### config.mk
export PLATFORM = sky130hd
export DESIGN_NAME = pic_top
export DESIGN_NICKNAME = d
export VERILOG_FILES = /design/src/rtl/pic_pkg.sv /design/src/rtl/pic_ext_edge.sv /design/src/rtl/pic_src_bank.sv /design/src/rtl/pic_arbiter.sv /design/src/rtl/pic_vec_addr.sv /design/src/rtl/pic_top.sv
export SDC_FILE = /design/constraint.sdc
export NUM_CORES = 1
export LEC_CHECK = 0
export BUFFER_PORTS_ARGS = -buffer_cell sky130_fd_sc_hd__clkbuf_2
export CELL_PAD_IN_SITES_DETAIL_PLACEMENT = 1
export CELL_PAD_IN_SITES_GLOBAL_PLACEMENT = 1
export CORE_MARGIN = 10
export CORE_UTILIZATION = 50
export CTS_BUF_LIST = sky130_fd_sc_hd__clkbuf_4
export DETAILED_ROUTE_END_ITERATION = 10
export PLACE_DENSITY_LB_ADDON = 0.15
export SLEW_MARGIN = 25
export SYNTH_ARGS = -nofsm -noshare
export SYNTH_HDL_FRONTEND = slang
export SYNTH_SLANG_ARGS = --single-unit
export TNS_END_PERCENT = 100
### constraint.sdc
create_clock -name clk_i -period 69.4 [get_ports clk_i]
set_input_delay 13.88 -clock clk_i [delete_from_list [all_inputs] [get_ports clk_i]]
set_output_delay 13.88 -clock clk_i [all_outputs]
set_load 0.05 [all_outputs]
### src/rtl/pic_pkg.sv
package pic_pkg;
  localparam int REG_AW = 10;
  localparam int DATA_W = 32;
  localparam int PRIO_W = 3;
  localparam int SUB_W  = 2;
  localparam int KEY_W  = PRIO_W + SUB_W;

  typedef enum logic [1:0] {
    RGN_SRC  = 2'd0,
    RGN_FLAG = 2'd1,
    RGN_GLB  = 2'd2,
    RGN_NONE = 2'd3
  } rgn_e;

  typedef struct packed {
    logic [PRIO_W-1:0] prio;
    logic [SUB_W-1:0]  sub;
    logic              en;
  } src_cfg_t;

  function automatic rgn_e addr_rgn(input logic [REG_AW-1:0] a);
    return rgn_e'(a[REG_AW-1 -: 2]);
  endfunction

  function automatic logic [7:0] addr_idx(input logic [REG_AW-1:0] a);
    return a[7:0];
  endfunction
endpackage

### src/rtl/pic_ext_edge.sv
module pic_ext_edge #(
  parameter int N_EXT = 5
) (
  input  logic             clk_i,
  input  logic             rst_ni,
  input  logic [N_EXT-1:0] pin_i,
  input  logic [N_EXT-1:0] pol_i,
  output logic [N_EXT-1:0] edge_o
);
  logic [N_EXT-1:0] s1_q, s2_q, s3_q;

  always_ff @(posedge clk_i or negedge rst_ni) begin
    if (!rst_ni) begin
      s1_q <= '0;
      s2_q <= '0;
      s3_q <= '0;
    end else begin
      s1_q <= pin_i;
      s2_q <= s1_q;
      s3_q <= s2_q;
    end
  end

  // pol=1 rising, pol=0 falling
  assign edge_o = (pol_i & s2_q & ~s3_q) | (~pol_i & ~s2_q & s3_q);

  assert_edge_pulse_R8: assert property (@(posedge clk_i) disable iff (!rst_ni)
    $stable(pol_i) |-> ((edge_o & $past(edge_o)) == '0));
endmodule

### src/rtl/pic_src_bank.sv
module pic_src_bank
  import pic_pkg::*;
#(
  parameter int N_SRC = 32
) (
  input  logic                       clk_i,
  input  logic                       rst_ni,
  input  logic [N_SRC-1:0]           set_i,
  input  logic                       wr_en_i,
  input  logic [REG_AW-1:0]          wr_addr_i,
  input  logic [DATA_W-1:0]          wr_data_i,
  output logic [N_SRC-1:0]           flag_o,
  output logic [N_SRC-1:0]           en_o,
  output logic [N_SRC-1:0][PRIO_W-1:0] prio_o,
  output logic [N_SRC-1:0][SUB_W-1:0]  sub_o
);
  logic [N_SRC-1:0] flag_q;
  logic [N_SRC-1:0] clr_mask;
  src_cfg_t         cfg_q [N_SRC];

  rgn_e       wr_rgn;
  logic [7:0] wr_idx;
  assign wr_rgn = addr_rgn(wr_addr_i);
  assign wr_idx = addr_idx(wr_addr_i);

  for (genvar i = 0; i < N_SRC; i++) begin : g_src
    logic flag_hit, cfg_hit;
    assign flag_hit    = wr_en_i && (wr_rgn == RGN_FLAG) && (wr_idx == 8'(i));
    assign cfg_hit     = wr_en_i && (wr_rgn == RGN_SRC)  && (wr_idx == 8'(i));
    assign clr_mask[i] = flag_hit & ~wr_data_i[0];

    always_ff @(posedge clk_i or negedge rst_ni) begin
      if (!rst_ni) begin
        flag_q[i] <= 1'b0;
        cfg_q[i]  <= '0;
      end else begin
        // hardware set dominates a same-cycle clear
        flag_q[i] <= set_i[i] | (flag_hit ? wr_data_i[0] : flag_q[i]);
        if (cfg_hit) begin
          cfg_q[i].prio <= wr_data_i[2:0];
          cfg_q[i].sub  <= wr_data_i[4:3];
          cfg_q[i].en   <= wr_data_i[5];
        end
      end
    end

    assign en_o[i]   = cfg_q[i].en;
    assign prio_o[i] = cfg_q[i].prio;
    assign sub_o[i]  = cfg_q[i].sub;
  end

  assign flag_o = flag_q;

  assert_flag_sticky_R9: assert property (@(posedge clk_i) disable iff (!rst_ni)
    ((~$past(clr_mask) & $past(flag_q) & ~flag_q) == '0));
  assert_hw_set_wins_R9: assert property (@(posedge clk_i) disable iff (!rst_ni)
    (($past(set_i) & ~flag_q) == '0));
endmodule

### src/rtl/pic_arbiter.sv
module pic_arbiter
  import pic_pkg::*;
#(
  parameter int N_SRC = 32,
  localparam int VEC_W = $clog2(N_SRC)
) (
  input  logic                         clk_i,
  input  logic                         rst_ni,
  input  logic [N_SRC-1:0]             flag_i,
  input  logic [N_SRC-1:0]             en_i,
  input  logic [N_SRC-1:0][PRIO_W-1:0] prio_i,
  input  logic [N_SRC-1:0][SUB_W-1:0]  sub_i,
  output logic                         valid_o,
  output logic [VEC_W-1:0]             vec_o,
  output logic [PRIO_W-1:0]            prio_o
);
  logic [KEY_W-1:0] best_key;

  // strict compare keeps the lowest index on a full tie
  always_comb begin
    best_key = '0;
    vec_o    = '0;
    valid_o  = 1'b0;
    for (int i = 0; i < N_SRC; i++) begin
      if (flag_i[i] && en_i[i] && (prio_i[i] != '0) &&
          ({prio_i[i], sub_i[i]} > best_key)) begin
        best_key = {prio_i[i], sub_i[i]};
        vec_o    = VEC_W'(i);
        valid_o  = 1'b1;
      end
    end
    prio_o = best_key[KEY_W-1 -: PRIO_W];
  end

  assert_win_eligible_R1: assert property (@(posedge clk_i) disable iff (!rst_ni)
    valid_o |-> (flag_i[vec_o] && en_i[vec_o] && (prio_i[vec_o] == prio_o) && (prio_o != '0)));
  assert_win_beats_zero_R4: assert property (@(posedge clk_i) disable iff (!rst_ni)
    (valid_o && (vec_o != '0) && flag_i[0] && en_i[0]) |->
      ({prio_i[0], sub_i[0]} < {prio_o, sub_i[vec_o]}));
endmodule

### src/rtl/pic_vec_addr.sv
module pic_vec_addr
  import pic_pkg::*;
#(
  parameter int VEC_W = 5
) (
  input  logic              multi_i,
  input  logic [2:0]        sel_i,
  input  logic [DATA_W-1:0] base_i,
  input  logic [VEC_W-1:0]  vec_i,
  output logic [DATA_W-1:0] addr_o
);
  logic [3:0]        shamt;
  logic [DATA_W-1:0] offs;

  assign shamt  = {1'b0, sel_i} + 4'd3;
  assign offs   = DATA_W'(vec_i) << shamt;
  assign addr_o = multi_i ? (base_i + offs) : base_i;
endmodule

### src/rtl/pic_top.sv
module pic_top
  import pic_pkg::*;
#(
  parameter int N_SRC = 32,
  parameter int N_EXT = 5,
  localparam int VEC_W = $clog2(N_SRC)
) (
  input  logic              clk_i,
  input  logic              rst_ni,
  input  logic [N_SRC-1:0]  src_i,
  input  logic [N_EXT-1:0]  ext_i,
  input  logic [2:0]        cpu_prio_i,
  input  logic              wr_en_i,
  input  logic [9:0]        wr_addr_i,
  input  logic [31:0]       wr_data_i,
  input  logic [9:0]        rd_addr_i,
  output logic [31:0]       rd_data_o,
  output logic              irq_o,
  output logic [31:0]       handler_o,
  output logic              win_valid_o,
  output logic [VEC_W-1:0]  win_vec_o,
  output logic [2:0]        win_prio_o
);
  logic              multi_q;
  logic [2:0]        sel_q;
  logic [N_EXT-1:0]  pol_q;
  logic [DATA_W-1:0] base_q;

  rgn_e       wr_rgn, rd_rgn;
  logic [7:0] wr_idx, rd_idx;
  assign wr_rgn = addr_rgn(wr_addr_i);
  assign wr_idx = addr_idx(wr_addr_i);
  assign rd_rgn = addr_rgn(rd_addr_i);
  assign rd_idx = addr_idx(rd_addr_i);

  always_ff @(posedge clk_i or negedge rst_ni) begin
    if (!rst_ni) begin
      multi_q <= 1'b0;
      sel_q   <= '0;
      pol_q   <= '1;
      base_q  <= '0;
    end else if (wr_en_i && wr_rgn == RGN_GLB) begin
      if (wr_idx == 8'd0) begin
        multi_q <= wr_data_i[0];
        sel_q   <= wr_data_i[3:1];
        pol_q   <= wr_data_i[8 +: N_EXT];
      end else if (wr_idx == 8'd1) begin
        base_q  <= wr_data_i;
      end
    end
  end

  logic [N_EXT-1:0] ext_edge;
  pic_ext_edge #(.N_EXT(N_EXT)) u_ext (
    .clk_i, .rst_ni, .pin_i(ext_i), .pol_i(pol_q), .edge_o(ext_edge)
  );

  logic [N_SRC-1:0] set_vec;
  always_comb begin
    set_vec = src_i;
    set_vec[N_EXT-1:0] = src_i[N_EXT-1:0] | ext_edge;
  end

  logic [N_SRC-1:0]             flag, en;
  logic [N_SRC-1:0][PRIO_W-1:0] prio;
  logic [N_SRC-1:0][SUB_W-1:0]  sub;

  pic_src_bank #(.N_SRC(N_SRC)) u_bank (
    .clk_i, .rst_ni, .set_i(set_vec),
    .wr_en_i, .wr_addr_i, .wr_data_i,
    .flag_o(flag), .en_o(en), .prio_o(prio), .sub_o(sub)
  );

  logic              arb_valid;
  logic [VEC_W-1:0]  arb_vec;
  logic [PRIO_W-1:0] arb_prio;

  pic_arbiter #(.N_SRC(N_SRC)) u_arb (
    .clk_i, .rst_ni, .flag_i(flag), .en_i(en), .prio_i(prio), .sub_i(sub),
    .valid_o(arb_valid), .vec_o(arb_vec), .prio_o(arb_prio)
  );

  logic [DATA_W-1:0] hdl;
  pic_vec_addr #(.VEC_W(VEC_W)) u_addr (
    .multi_i(multi_q), .sel_i(sel_q), .base_i(base_q), .vec_i(arb_vec), .addr_o(hdl)
  );

  always_ff @(posedge clk_i or negedge rst_ni) begin
    if (!rst_ni) begin
      win_valid_o <= 1'b0;
      win_vec_o   <= '0;
      win_prio_o  <= '0;
      irq_o       <= 1'b0;
      handler_o   <= '0;
    end else begin
      win_valid_o <= arb_valid;
      win_vec_o   <= arb_vec;
      win_prio_o  <= arb_prio;
      irq_o       <= arb_valid && (arb_prio > cpu_prio_i);
      handler_o   <= arb_valid ? hdl : '0;
    end
  end

  logic             rd_in_range;
  logic [VEC_W-1:0] rd_sel;
  assign rd_in_range = int'(rd_idx) < N_SRC;
  assign rd_sel      = rd_idx[VEC_W-1:0];

  always_comb begin
    rd_data_o = '0;
    unique case (rd_rgn)
      RGN_SRC:  if (rd_in_range)
                  rd_data_o = {23'd0, flag[rd_sel], 2'd0, en[rd_sel], sub[rd_sel], prio[rd_sel]};
      RGN_FLAG: if (rd_in_range) rd_data_o = {31'd0, flag[rd_sel]};
      RGN_GLB:  if (rd_idx == 8'd0) begin
                  rd_data_o[0]          = multi_q;
                  rd_data_o[3:1]        = sel_q;
                  rd_data_o[8 +: N_EXT] = pol_q;
                end else if (rd_idx == 8'd1) rd_data_o = base_q;
      default:  rd_data_o = '0;
    endcase
  end

  assert_req_above_cpu_R5: assert property (@(posedge clk_i) disable iff (!rst_ni)
    irq_o |-> (win_valid_o && (win_prio_o > $past(cpu_prio_i))));
  assert_idle_zero_R10: assert property (@(posedge clk_i) disable iff (!rst_ni)
    !win_valid_o |-> (!irq_o && win_prio_o == '0 && win_vec_o == '0 && handler_o == '0));
  assert_single_base_R7: assert property (@(posedge clk_i) disable iff (!rst_ni)
    (win_valid_o && !$past(multi_q)) |-> (handler_o == $past(base_q)));
endmodule

Word level (Yosys, flattened, before mapping) --
Index checks and enable logic that the tools add are counted.
Operators by class: add/subtract/negate cells 2, $mul 0, div/mod/pow operators 0, $lt $le $gt $ge 35, equality and inequality tests 36, shift-type cells 1, muxes and demuxes 145, bitwise logic cells 42, reduce and logical (&&, ||, !) cells 202
Operators with widths (number):
- $mux W5 | 49
- $logic_and A1 B1 Y1 | 164
- $gt A5 B5 Y1 | 31
- $eq A8 B5 Y1 const B | 16
- $mux W32 | 3
- $pmux W32 S3 | 1
- $reduce_bool A3 Y1 | 32
- $mux W1 | 68
- $eq A8 B4 Y1 const B | 8
- $mux W4 | 10
- $add A32 B32 Y32 | 1
- $eq A8 B3 Y1 const B | 4
- $or A1 B1 Y1 | 32
- $shl A5 B4 Y32 | 1
- $and A5 B5 Y5 | 4
- $mux W19 | 1
- $eq A8 B1 Y1 const B | 2
- $eq A8 B2 Y1 const B | 2
- $logic_not A8 Y1 | 2
- $bmux W3 S5 | 1
- $mux W3 | 5
- $not A5 Y5 | 3
- $bmux W1 S5 | 2
- $bmux W2 S5 | 1
- other kinds (14) | 20
Storage, ports and cells: register bits 322, latch bits 0, bits in writable memories 0, memory bits (read-only) 0, input port bits 95, output and inout bits 74, word-level logic and storage cells 603, memories 0

Depth between registers and ports, before layout --
Gate-level depths: netlist of the first run.
depth in word-level cells 101, gate-level depth with buffers 315, mapped depth without buffers 302

By module --
Synthesis of the first run repeated with hierarchy kept, for this count alone.
Second synthesis, totals: cell total of the unflattened synthesis 2595, area, all modules 25958.6 um^2
Modules (own cells, without submodules):
- pic_src_bank | times used 1, cells an instance 614, area each 9283.9 um^2, sequential area each 5605.4 um^2
- pic_arbiter | times used 1, cells an instance 1306, area each 9196.3 um^2, sequential area each 0.0 um^2
- pic_top | times used 1, cells an instance 377, area each 5123.7 um^2, sequential area each 2083.2 um^2
- pic_vec_addr | times used 1, cells an instance 268, area each 1891.8 um^2, sequential area each 0.0 um^2
- pic_ext_edge | times used 1, cells an instance 30, area each 462.9 um^2, sequential area each 375.4 um^2

Least setup slack after synthesis of the first run --
OpenSTA, ideal clock, no wires.
path kind register to register, from reg u_bank.prio_o[1] (netlist name), to reg handler_o[31], library setup time 0.138 ns, arrival 51.280 ns, required time 69.262 ns, slack 17.981 ns, cell stages (with the launch flop) 281, buffers on the path 14, period minus slack after synthesis 51.419 ns, path through dfrtp_1 -> o311a_1 -> and2_1 -> ha_1 -> inv_2 -> o21a_1 -> buf_4 -> a21oi_1 -> a31oi_1 -> ha_1 -> or4b_1 -> and2_1 -> o221a_2 -> buf_6 -> mux2i_1 -> inv_1 -> ha_1 -> a31oi_1 -> [245 not listed] -> nand2b_1 -> a21o_1 -> a21o_1 -> a21o_1 -> a21oi_1 -> o21bai_1 -> a21oi_1 -> o21bai_1 -> a21oi_1 -> o21bai_1 -> a21oi_1 -> nor2b_1 -> o211a_1 -> nand3_1 -> nor2_1 -> nand3_1 -> xor2_1 -> nor2_1
On the way: word-level cells in the longest chain between the ends 101, elaborated cells on any way between the ends 164, those cells by class add/sub: 1; order compare: 32; shift: 1; mux: 96; reduce/logical: 34
RTL lines:
- parallel branches: the longest is 3 deep, another holds $gt A5 B1 Y1
- $mux W5 (*) | RTL line pic_arbiter.sv:25 | if (flag_i[i] && en_i[i] && (prio_i[i] != '0) &&
- $gt A5 B5 Y1 | RTL line pic_arbiter.sv:26 | ({prio_i[i], sub_i[i]} > best_key)) begin
- $logic_and A1 B1 Y1 | RTL line pic_arbiter.sv:25
- $mux W5 | RTL line pic_arbiter.sv:25
- $gt A5 B5 Y1 | RTL line pic_arbiter.sv:26
- $logic_and A1 B1 Y1 | RTL line pic_arbiter.sv:25
- $mux W5 | RTL line pic_arbiter.sv:25
- [84 not listed]
- $gt A5 B5 Y1 | RTL line pic_arbiter.sv:26
- $logic_and A1 B1 Y1 | RTL line pic_arbiter.sv:25
- $mux W5 (*) | RTL line pic_arbiter.sv:25
- via arb_vec[0] | RTL line pic_top.sv:75 | logic [VEC_W-1:0] arb_vec;
- $shl A5 B4 Y32 (*) | RTL line pic_vec_addr.sv:16 | assign offs = DATA_W'(vec_i) << shamt;
- $add A32 B32 Y32 (*) | RTL line pic_vec_addr.sv:17 | assign addr_o = multi_i ? (base_i + offs) : base_i;
- $mux W32 (*) | RTL line pic_vec_addr.sv:17
- $mux W32 (*) | RTL line pic_top.sv:100 | handler_o <= arb_valid ? hdl : '0;
- end signal, assigned | RTL line pic_top.sv:100
- end, declared | RTL line pic_top.sv:19 | output logic [31:0] handler_o,
Mark *: on every way through the listed nets, which the timed path passes. A chain may end at the register's enable or synchronous reset.

Worst setup path after layout of the first run --
from reg u_bank.prio_o[0] (netlist name), to reg handler_o[31]
On the way: word-level cells in the longest chain between the ends 101, elaborated cells on any way between the ends 164, those cells by class add/sub: 1; order compare: 32; shift: 1; mux: 96; reduce/logical: 34
RTL lines (RTL line):
- parallel branches: the longest is 3 deep, another holds $gt A5 B1 Y1
- $mux W5 (*) | pic_arbiter.sv:25
- $gt A5 B5 Y1 | pic_arbiter.sv:26
- $logic_and A1 B1 Y1 | pic_arbiter.sv:25
- $mux W5 | pic_arbiter.sv:25
- $gt A5 B5 Y1 | pic_arbiter.sv:26
- $logic_and A1 B1 Y1 | pic_arbiter.sv:25
- $mux W5 | pic_arbiter.sv:25
- [84 not listed]
- $gt A5 B5 Y1 | pic_arbiter.sv:26
- $logic_and A1 B1 Y1 | pic_arbiter.sv:25
- $mux W5 (*) | pic_arbiter.sv:25
- via arb_vec[0] | pic_top.sv:75
- $shl A5 B4 Y32 (*) | pic_vec_addr.sv:16
- $add A32 B32 Y32 (*) | pic_vec_addr.sv:17
- $mux W32 (*) | pic_vec_addr.sv:17
- $mux W32 (*) | pic_top.sv:100
Marked as above.

==> results of run 1 <==
[sequential cells by signal (all words and copies together) (netlist names)]
register,count
u_bank.prio_o,96
u_bank.sub_o,64
base_q,32
handler_o,32
u_bank.en_o,32
u_bank.flag_o,32
pol_q,5
u_ext.s1_q,5
u_ext.s2_q,5
u_ext.s3_q,5
win_vec_o,5
sel_q,3
win_prio_o,3
irq_o,1
multi_q,1
win_valid_o,1
[path summary, 6_finish.rpt]
check	slack, ps	cells after the start	to
min reg2reg	350	0	u_ext.s2_q[1]$_DFF_PN0_
max	8700	270	handler_o[31]$_DFF_PN0_
min in group asynchronous	13100	1	u_ext.s2_q[2]$_DFF_PN0_
min	350	0	u_ext.s2_q[1]$_DFF_PN0_
max in group asynchronous	54090	4	u_bank.prio_o[63]$_DFFE_PN0P_
max reg2reg	8700	270	handler_o[31]$_DFF_PN0_
[Yosys cell counts (11+ instances only)]
cell,n
nor2b_1,14
o311ai_0,18
o31ai_1,12
nand2_1,194
clkbuf_1,82
a31oi_1,29
ha_1,121
mux2i_1,64
and3_1,19
o21ai_1,14
xor2_1,29
and2_1,54
nor3_1,39
xnor2_1,48
a22o_1,14
or3_1,14
nand4_1,16
a211oi_1,30
nand2b_1,22
a311o_1,30
inv_1,134
buf_2,17
o21a_1,12
nor2_1,173
buf_1,17
o211ai_1,29
o21ai_0,74
o2111ai_1,11
nand3_1,56
a21o_1,25
a21oi_1,103
a21boi_0,29
dfrtp_1,317
o311a_1,13
mux4_2,70
mux2_2,270
o21bai_1,12
[cells by family after synthesis]
| family | Yosys count | share of synthesized area |
|---|---|---|
| xor gates and xnor gates | 77 | 0.0274 |
| AOI/OAI and AO/OA | 594 | 0.185 |
| muxes | 414 | 0.219 |
| DFF | 322 | 0.327 |
| buffers and inverters | 267 | 0.0446 |
| and+or+nand+nor | 663 | 0.132 |
| adders and majority gates | 127 | 0.0643 |
[through the flow]
stage | power [mW] | instance area (sq um) | hold WS, ps | cells
6_report | 0.402 | 27000 | 346 | 3331
5_1_grt | 0.421 | 27000 | 357 | 3330
4_1_cts | 0.406 | 26900 | 350 | 3326
3_5_place_dp | 0.231 | 25800 | 337 | 3175
3_3_place_gp | 0.230 | 25800 | 333 | 3175
2_1_floorplan | 0.216 | 24600 | 331 | 2464
[layer usage]
| metal | GRT usage | wire length, um | vias up |
|---|---|---|---|
| li1 | - | - | 9560 |
| met1 | 0.340 | 34600 | 10700 |
| met2 | 0.450 | 39100 | 602 |
| met3 | 0.0507 | 4720 | 136 |
| met4 | 0.0993 | 2570 | 0 |
| met5 | 0 | 0 | - |
[power by group]
group	leakage, nW	total, mW	internal [mW]	switching (mW)
clock network	0.663	0.173	0.0916	0.0818
logic	7.63	0.0342	0.0125	0.0217
registers	4.26	0.194	0.190	0.00397
total	12.6	0.402	0.294	0.107
[cell type report]
type,count,area (sq um),share of cell area
Multi-Input combinational cell,1875,15500,0.574
Sequential cell,322,8060,0.299
Clock buffer,128,961,0.0356
Timing Repair Buffer,178,961,0.0356
Tap cell,664,831,0.0308
Inverter,137,514,0.0190
Clock inverter,23,151,0.00561
Antenna cell,4,10.0,0.000371
[layout by cell type (no fill, tap or decap), types with 25 or more instances in the layout]
cell,n
clkbuf_4,128
nor2_1,173
mux2_2,270
xor2_1,29
inv_1,134
a21boi_0,29
ha_1,121
mux4_2,70
o21ai_0,74
nor3_1,38
and2_1,54
xnor2_1,48
dfrtp_1,317
mux2i_1,64
nand2_1,194
a21o_1,25
o211ai_1,29
a31oi_1,29
a21oi_1,103
nand3_1,56
clkbuf_2,166
a311o_1,30
a211oi_1,30
[worst reg2reg max path, delay by kind of cell, from the launching register on]
family	cells	cell delay, ps
AND/OR/NAND/NOR	72	12350
flip-flops	1	430
adder cells (fa/ha/maj)	33	10140
XOR/XNOR	1	150
multiplexers	17	5180
buffers and inverters	17	1400
AO/OA/AOI/OAI	130	30840
==> results.tsv, run 1 <==
stage	metric	value	unit
outcome	status	finished clean	
die	rows	81	
logic_synthesis	syn_inst	2464	
global_route	antenna_found_initial	3	
drt	ant_nets	0	
worst_setup_path	critPathSlowestCell	a21oi_1	
clock_tree	cts_tree	done	
clock_tree	clk_pin_slew_worst_paths	70	ps
worst_setup_path	worst_path_dominant_cell_family	compound AO/OA/AOI/OAI gates	
worst_setup_path	max_stage_delay	740	ps
clock_tree	post_cts_buffers	0	
timing	fin_crit	60700	ps
logic_synthesis	yosysUniqueCellTypes	126	
timing	rsz0062_at_grt	no	
timing	clock_skew	77.8	ps
clock_tree	ctsHoldBuffers	0	
worst_setup_path	arrival	61290	ps
logic_synthesis	syn_area_per_cell	10.0	sq um
timing	maxSlewViolCount	0	
hold_path	hold_path_class	reg -> reg	
worst_setup_path	crit_type	reg -> reg	
logic_synthesis	ys.flop_type	dfrtp_1	
placement	portBuffers	168	
logic_synthesis	yosysTopAreaCellShare	0.322	
drt	drtPass1Iterations	5	
logic_synthesis	synth_area_leaders	dfrtp_1 (32%), mux2_2 (12%), mux4_2 (6.4%), ha_1 (6.1%), nand2_1 (3.0%)	
worst_setup_path	critPathCaptureType	flop	
drt	wl_per_cell	24.3	um
flow_run	drv_cap	0	
timing	slew-limit-headroom	0.288	
logic_synthesis	synth_edf_count	0	
timing	setup_ws	8700	ps
timing	fmax	16.5	MHz
die	start_util	0.505	
global_route	overflow	0	
drt	wl	81.0	mm
timing	worst_pin_slew	1050	ps
die	die_h	242	um
timing	finalSetupViolCount	0	
die	die_x	242	um
power_and_ir_drop	p_per_area	14.9	nW/um^2
final_layout	drive_above_1_share	0.277	
die	pin_count	169	
die	core_area	48800	sq um
logic_synthesis	synth_area	24600	sq um
clock_tree	cts_resized	0	
final_layout	fin_nets	2817	
global_route	grt_pass1_wl	127	mm
worst_setup_path	startpoint_type	flop	
worst_setup_path	cpMostUsedCell	ha_1	
logic_synthesis	ys_seq_area_frac	0.327	
logic_synthesis	synth_largest_area_cell	dfrtp_1	
timing	fin_crit_sh	0.875	
worst_setup_path	required	69990	ps
clock_tree	clk_latency	790	ps
logic_synthesis	ys_ff_latch	322	
clock_tree	clock_sinks	322	
hold_path	hold_start	u_ext.s1_q[1]$_DFF_PN0_	
timing	tns	0	ps
final_layout	utilization	0.553	
clock_tree	cts_buffers	86	
final_layout	area_growth	9.57	%
placement	gp_congestion	0.927	
logic_synthesis	ys_warn_count	0	
worst_setup_path	cp_max_fo	18	
clock_tree	max-clock-path-buffers	3	
timing	hold_violations	0	
die	dieArea	58600	sq um
placement	hpwl	62.1	mm
worst_setup_path	crit_start	u_bank.prio_o[0]$_DFFE_PN0P_	
drt	vias	21000	
drt	vias_per_cell	6.30	
power_and_ir_drop	p_leak	12.6	nW
worst_setup_path	critPathBufInv	17	
logic_synthesis	async_flop_share	1.00	
final_layout	nFillCells	5532	
global_route	grt_use_total	0.269	
worst_setup_path	timing.rr.start	u_bank.prio_o[0]$_DFFE_PN0P_	
logic_synthesis	syn-num-nets	2681	
global_route	grt_pass1_vias	21900	
clock_tree	cts_max_level	3	
drt	route.detailed.drc	0	
clock_tree	cts_root_buf	clkbuf_4	
power_and_ir_drop	vdd_drop_max	8.31	uV
placement	pre_cts_ws	9140	ps
global_route	grt_max_degree	172	
drt	drt_iter0_drc	1468	
Power figures use the tool's default switching activity.
==> run 2, diff against run 1 <==
Settings changed: CORE_ASPECT_RATIO set to 2, CORE_UTILIZATION 50 to 45.
==> run 2 against run 1 <==
Compared with the run above:
- routed wire length is 10% higher
- die area is 11% higher
- highest routed layer is now met5
- worst hold slack better by 8.0 ps
- critical path type unchanged
- largest cell class unchanged
==> results.tsv, run 2 (same netlist as run 1, synthesis figures left out) <==
stage	metric	value	unit	change
outcome	status	finished clean		unchanged
placement	portBuffers	168		unchanged
global_route	antenna_found_initial	9		was 3
global_route	grt_max_degree	182		was 172
flow_run	drv_cap	0		unchanged
drt	wl_met2	49.1	mm	was 39.1 mm
drt	vias	21400		was 21000
timing	finalSetupViolCount	0		unchanged
clock_tree	clock_sinks	322		unchanged
clock_tree	cts_buffers	80		was 86
worst_setup_path	critPathSlowestCell	o311ai_2		was a21oi_1
global_route	grt_use_total	0.271		was 0.269
worst_setup_path	cp_max_fo	18		unchanged
timing	fin_crit_sh	0.887		was 0.875
hold_path	hold_path_depth	0		unchanged
placement	hpwl	70.2	mm	was 62.1 mm
timing	fmax	16.2	MHz	was 16.5 MHz
global_route	overflow	0		unchanged
die	die_h	351	um	was 242 um
die	rows	121		was 81
drt	vias_per_cell	6.42		was 6.30
timing	setup_ws	7840	ps	was 8700 ps
final_layout	final_common_cell	dfrtp_1		unchanged
worst_setup_path	startpoint_type	flop		unchanged
power_and_ir_drop	p_leak	12.5	nW	was 12.6 nW
drt	drt_iter0_drc	1090		was 1468
worst_setup_path	worst_path_dominant_cell_family	compound AO/OA/AOI/OAI gates		unchanged
drt	ant_nets	0		unchanged
final_layout	nFillCells	6206		was 5532
final_layout	fin_nets	2813		was 2817
die	die_x	185	um	was 242 um
clock_tree	cts_tree	done		unchanged
die	core_area	54400	sq um	was 48800 sq um
placement	gp_congestion	0.935		was 0.927
worst_setup_path	max_stage_delay	880	ps	was 740 ps
timing	slew-limit-headroom	0.261		was 0.288
drt	wl	89.4	mm	was 81.0 mm
timing	fin_crit	61560	ps	was 60700 ps
timing	tns	0	ps	unchanged
worst_setup_path	crit_type	reg -> reg		unchanged
worst_setup_path	critPathBufInv	18		was 17
global_route	grt_pass1_vias	23400		was 21900
drt	met3_length	4.62	mm	was 4.72 mm
timing	hold_violations	0		unchanged
worst_setup_path	arrival	62260	ps	was 61290 ps
worst_setup_path	cp.depth	276		was 270
drt	drtPass1Iterations	5		unchanged
drt	wl_per_cell	26.8	um	was 24.3 um
placement	pre_cts_ws	8290	ps	was 9140 ps
clock_tree	clk_pin_slew_worst_paths	80	ps	was 70 ps
die	pin_count	169		unchanged
timing	clock_skew	79.2	ps	was 77.8 ps
final_layout	final_cell_mix	dfrtp_1 (317), mux2_2 (270), nand2_1 (194)		unchanged
drt	route.detailed.drc	0		unchanged
final_layout	largest_reg_flops	96		unchanged
clock_tree	max-clock-path-buffers	3		unchanged
final_layout	area_growth	9.07	%	was 9.57%
clock_tree	cts_max_level	3		unchanged
global_route	grt_pass1_wl	136	mm	was 127 mm
clock_tree	cts_root_buf	clkbuf_4		unchanged
timing	rsz0062_at_grt	no		unchanged
die	start_util	0.453		was 0.505
timing	maxSlewViolCount	0		unchanged
power_and_ir_drop	vdd_drop_max	9.72	uV	was 8.31 uV
worst_setup_path	required	70100	ps	was 69990 ps
power_and_ir_drop	p_per_area	14.4	nW/um^2	was 14.9 nW/um^2
worst_setup_path	rr_worst_depth	276		was 270
hold_path	hold_path_class	reg -> reg		unchanged
die	dieArea	65100	sq um	was 58600 sq um
clock_tree	post_cts_buffers	0		unchanged
worst_setup_path	critPathCaptureType	flop		unchanged
clock_tree	clk_latency	830	ps	was 790 ps
clock_tree	ctsHoldBuffers	0		unchanged
drt	maxUsedRoutingLayer	met5		was met4
worst_setup_path	cpMostUsedCell	ha_1		unchanged
timing	worst_pin_slew	1100	ps	was 1050 ps
final_layout	drive_above_1_share	0.273		was 0.277
drt	drt-met1-wl	30.6	mm	was 34.6 mm
clock_tree	cts_resized	0		unchanged
[run 2: per-stage QoR]
stage          hold WS (ps)  cells  power [mW]   util  instance area [sq um]
3_5_place_dp            337   3189       0.232  0.476                  25900
3_3_place_gp            337   3189       0.230  0.476                  25900
4_1_cts                 356   3328       0.391  0.494                  26800
6_report                354   3330       0.388  0.495                  26900
2_1_floorplan           331   2464       0.216      -                  24600
5_1_grt                 364   3330       0.404  0.495                  26900
[run 2: final timing paths]
| check | startpoint | to | slack, ps |
|---|---|---|---|
| worst max-delay path | u_bank.prio_o[1]$_DFFE_PN0P_ | handler_o[31]$_DFF_PN0_ | 7840 |
| worst min-delay path | u_ext.s1_q[2]$_DFF_PN0_ | u_ext.s2_q[2]$_DFF_PN0_ | 350 |
| max in group asynchronous | rst_ni | u_bank.en_o[20]$_DFFE_PN0P_ | 54900 |
| worst min register to register | u_ext.s1_q[2]$_DFF_PN0_ | u_ext.s2_q[2]$_DFF_PN0_ | 350 |
| min in group asynchronous | rst_ni | handler_o[23]$_DFF_PN0_ | 13040 |
| worst max register to register | u_bank.prio_o[1]$_DFFE_PN0P_ | handler_o[31]$_DFF_PN0_ | 7840 |
[run 2: report_power, final]
part	internal [mW]	switching, mW	leakage, nW
clock network	0.0755	0.0838	0.566
registers	0.190	0.00435	4.26
logic	0.0125	0.0217	7.64
[run 2: cell type report]
class / count / area (sq um) / share of cell area
clock buffers: 106 / 796 / 0.0296
diodes: 1 / 2.50 / 0.0000931
well taps: 676 / 846 / 0.0315
inverters: 137 / 514 / 0.0191
repair buffers: 180 / 976 / 0.0363
multi-input cells: 1875 / 15500 / 0.577
flip-flops and latches: 322 / 8060 / 0.300
clock inverters: 33 / 179 / 0.00666
[run 2: routing by layer]
metal / GRT usage / up-vias
li1: - / 9531
met1: 0.259 / 10900
met2: 0.523 / 673
met3: 0.0484 / 237
met4: 0.150 / 16
met5: 0 / -
==> run 3, diff against run 2 <==
Settings changed: RECOVER_POWER set to 100, SETUP_SLACK_MARGIN set to 0.5.
==> run 3 against run 2 <==
Compared with the run above:
- the flow now finishes with violations (capacitance limit, slew limit)
- final area fell by 0.74%
- register-to-register slack got worse by 960 ps
- global-route usage did not move
- non-clock buffer count did not move
- count of clock-buffer cells in the layout did not move
- clock skew fell by 9.6 ps
- combinational power fell by 2%
- largest cell class unchanged
- highest routed layer unchanged
==> results.tsv, run 3 (same netlist as run 1, synthesis figures left out) <==
stage	metric	value	unit	change
clock_tree	clock_sinks	322		unchanged
drt	route.detailed.drc	0		unchanged
outcome	status	finished, violations left		was finished clean
timing	fin_crit	62520	ps	was 61560 ps
worst_setup_path	cpMostUsedCell	ha_1		unchanged
clock_tree	cts_buffers	80		unchanged
placement	pre_cts_ws	8290	ps	unchanged
timing	setup_ws	6880	ps	was 7840 ps
global_route	grt_use_total	0.271		unchanged
drt	vias	21400		about the same
global_route	grt_pass1_vias	23400		unchanged
die	die_h	351	um	unchanged
power_and_ir_drop	p_leak	12.2	nW	was 12.5 nW
drt	ant_nets	0		unchanged
clock_tree	post_cts_buffers	0		unchanged
hold_path	hold_start	u_ext.s1_q[2]$_DFF_PN0_		unchanged
worst_setup_path	crit_start	u_bank.prio_o[1]$_DFFE_PN0P_		unchanged
drt	drtPass1Iterations	5		unchanged
timing	worst_pin_slew	5020	ps	was 1100 ps
global_route	grt_pass1_wl	136	mm	unchanged
timing	maxSlewViolCount	409		was 0
drt	wl	89.3	mm	was 89.4 mm
final_layout	final_cell_mix	dfrtp_1 (317), mux2_2 (263), nand2_1 (194)		was dfrtp_1 (317), mux2_2 (270), nand2_1 (194)
die	start_util	0.453		unchanged
clock_tree	max-clock-path-buffers	3		unchanged
clock_tree	clk_pin_slew_worst_paths	80	ps	about the same
worst_setup_path	cp_max_fo	18		unchanged
timing	clock_skew	69.6	ps	was 79.2 ps
power_and_ir_drop	p_per_area	14.5	nW/um^2	was 14.4 nW/um^2
drt	vias_per_cell	6.42		about the same
clock_tree	ctsHoldBuffers	0		unchanged
final_layout	area_growth	8.26	%	was 9.07%
final_layout	fin_cells	3331		was 3330
die	rows	121		unchanged
global_route	antenna_found_initial	9		unchanged
drt	wl_per_cell	26.8	um	about the same
placement	gp_congestion	0.935		unchanged
placement	portBuffers	168		unchanged
clock_tree	clk_latency	830	ps	about the same
timing	hold_violations	0		unchanged
die	dieArea	65100	sq um	unchanged
final_layout	nFillCells	6244		was 6206
hold_path	hold_path_class	reg -> reg		unchanged
power_and_ir_drop	vdd_drop_max	10.0	uV	was 9.72 uV
global_route	overflow	0		unchanged
timing	finalSetupViolCount	0		unchanged
worst_setup_path	max_stage_delay	1140	ps	was 880 ps
timing	slew-limit-headroom	-2.34		was 0.261
worst_setup_path	critPathCaptureType	flop		unchanged
final_layout	multiInputGateArea	15500	sq um	about the same
power_and_ir_drop	finalPower	0.387	mW	was 0.388 mW
timing	rsz0062_at_grt	no		unchanged
die	pin_count	169		unchanged
worst_setup_path	arrival	63230	ps	was 62260 ps
worst_setup_path	reg2reg_slack	6880	ps	was 7840 ps
clock_tree	cts_root_buf	clkbuf_4		unchanged
worst_setup_path	startpoint_type	flop		unchanged
outcome	violations	capacitance limit, slew limit		
final_layout	largest_reg_flops	96		unchanged
clock_tree	cts_tree	done		unchanged
clock_tree	cts_resized	0		unchanged
timing	fmax	16.0	MHz	was 16.2 MHz
placement	hpwl	70.2	mm	unchanged
drt	drt_iter0_drc	1151		was 1090
worst_setup_path	crit_type	reg -> reg		unchanged
die	core_area	54400	sq um	unchanged
final_layout	seqCellArea	8060	sq um	unchanged
clock_tree	cts_max_level	3		unchanged
timing	fin_crit_sh	0.901		was 0.887
worst_setup_path	critPathSlowestCell	o221ai_1		was o311ai_2
timing	tns	0	ps	unchanged
final_layout	final_common_cell	dfrtp_1		unchanged
die	die_x	185	um	unchanged
placement	post-place-cells	3189		unchanged
global_route	grt_max_degree	182		unchanged
worst_setup_path	required	70110	ps	was 70100 ps
final_layout	drive_above_1_share	0.237		was 0.273
flow_run	drv_cap	7		was 0
worst_setup_path	timing.rr.start	u_bank.prio_o[1]$_DFFE_PN0P_		unchanged
final_layout	fin_nets	2813		unchanged
[run 3: cell count changes in the layout (fill, tap and decap cells not counted), sizes merged]
cell    previous run  this run
buf               14         8
clkbuf           272       278
diode              1         2
[run 3: worst paths after layout]
path,to,cells after the start
min in group asynchronous,handler_o[23]$_DFF_PN0_,1
max in group asynchronous,u_bank.prio_o[62]$_DFFE_PN0P_,3
hold reg to reg,u_ext.s2_q[2]$_DFF_PN0_,0
hold / removal,u_ext.s2_q[2]$_DFF_PN0_,0
setup reg to reg,handler_o[31]$_DFF_PN0_,276
setup / recovery,handler_o[31]$_DFF_PN0_,276
[run 3: per-stage QoR]
| step | utilization | instance area, sq um | hold WS [ps] |
|---|---|---|---|
| final | 0.491 | 26700 | 354 |
| after CTS | 0.494 | 26800 | 356 |
| after detailed placement | 0.476 | 25900 | 337 |
| after floorplan | - | 24600 | 331 |
| after global routing | 0.491 | 26700 | 364 |
| after global placement | 0.476 | 25900 | 337 |
[run 3: worst max-delay path, delay by kind of cell (launching register included)]
kind            cells  cell delay, ps
compound gates    134           33280
xor+xnor            1             160
fa+ha+maj          34           10460
buf+inv            18            1480
flops               1             410
mux                15            4390
simple gates       74           12090
[run 3: layout make-up]
type,instances,area share
flip-flops and latches,322,0.302
multi-input cells,1875,0.579
inverters,137,0.0193
clock inverters,33,0.00671
repair buffers,180,0.0307
well taps,676,0.0317
clock buffers,106,0.0298
diodes,2,0.000188
[run 3: report_power, final]
part / total, mW / internal [mW] / switching, mW
Clock: 0.159 / 0.0755 / 0.0837
Sequential: 0.194 / 0.190 / 0.00434
Combinational: 0.0337 / 0.0121 / 0.0216
[run 3: per-layer routing]
layer | routed length (um) | share of wire | global-route usage
met1 | 30300 | 0.34 | 0.259
met5 | 116 | 0.0013 | 0
met3 | 4780 | 0.053 | 0.0484
met2 | 48900 | 0.55 | 0.523
met4 | 5260 | 0.059 | 0.150
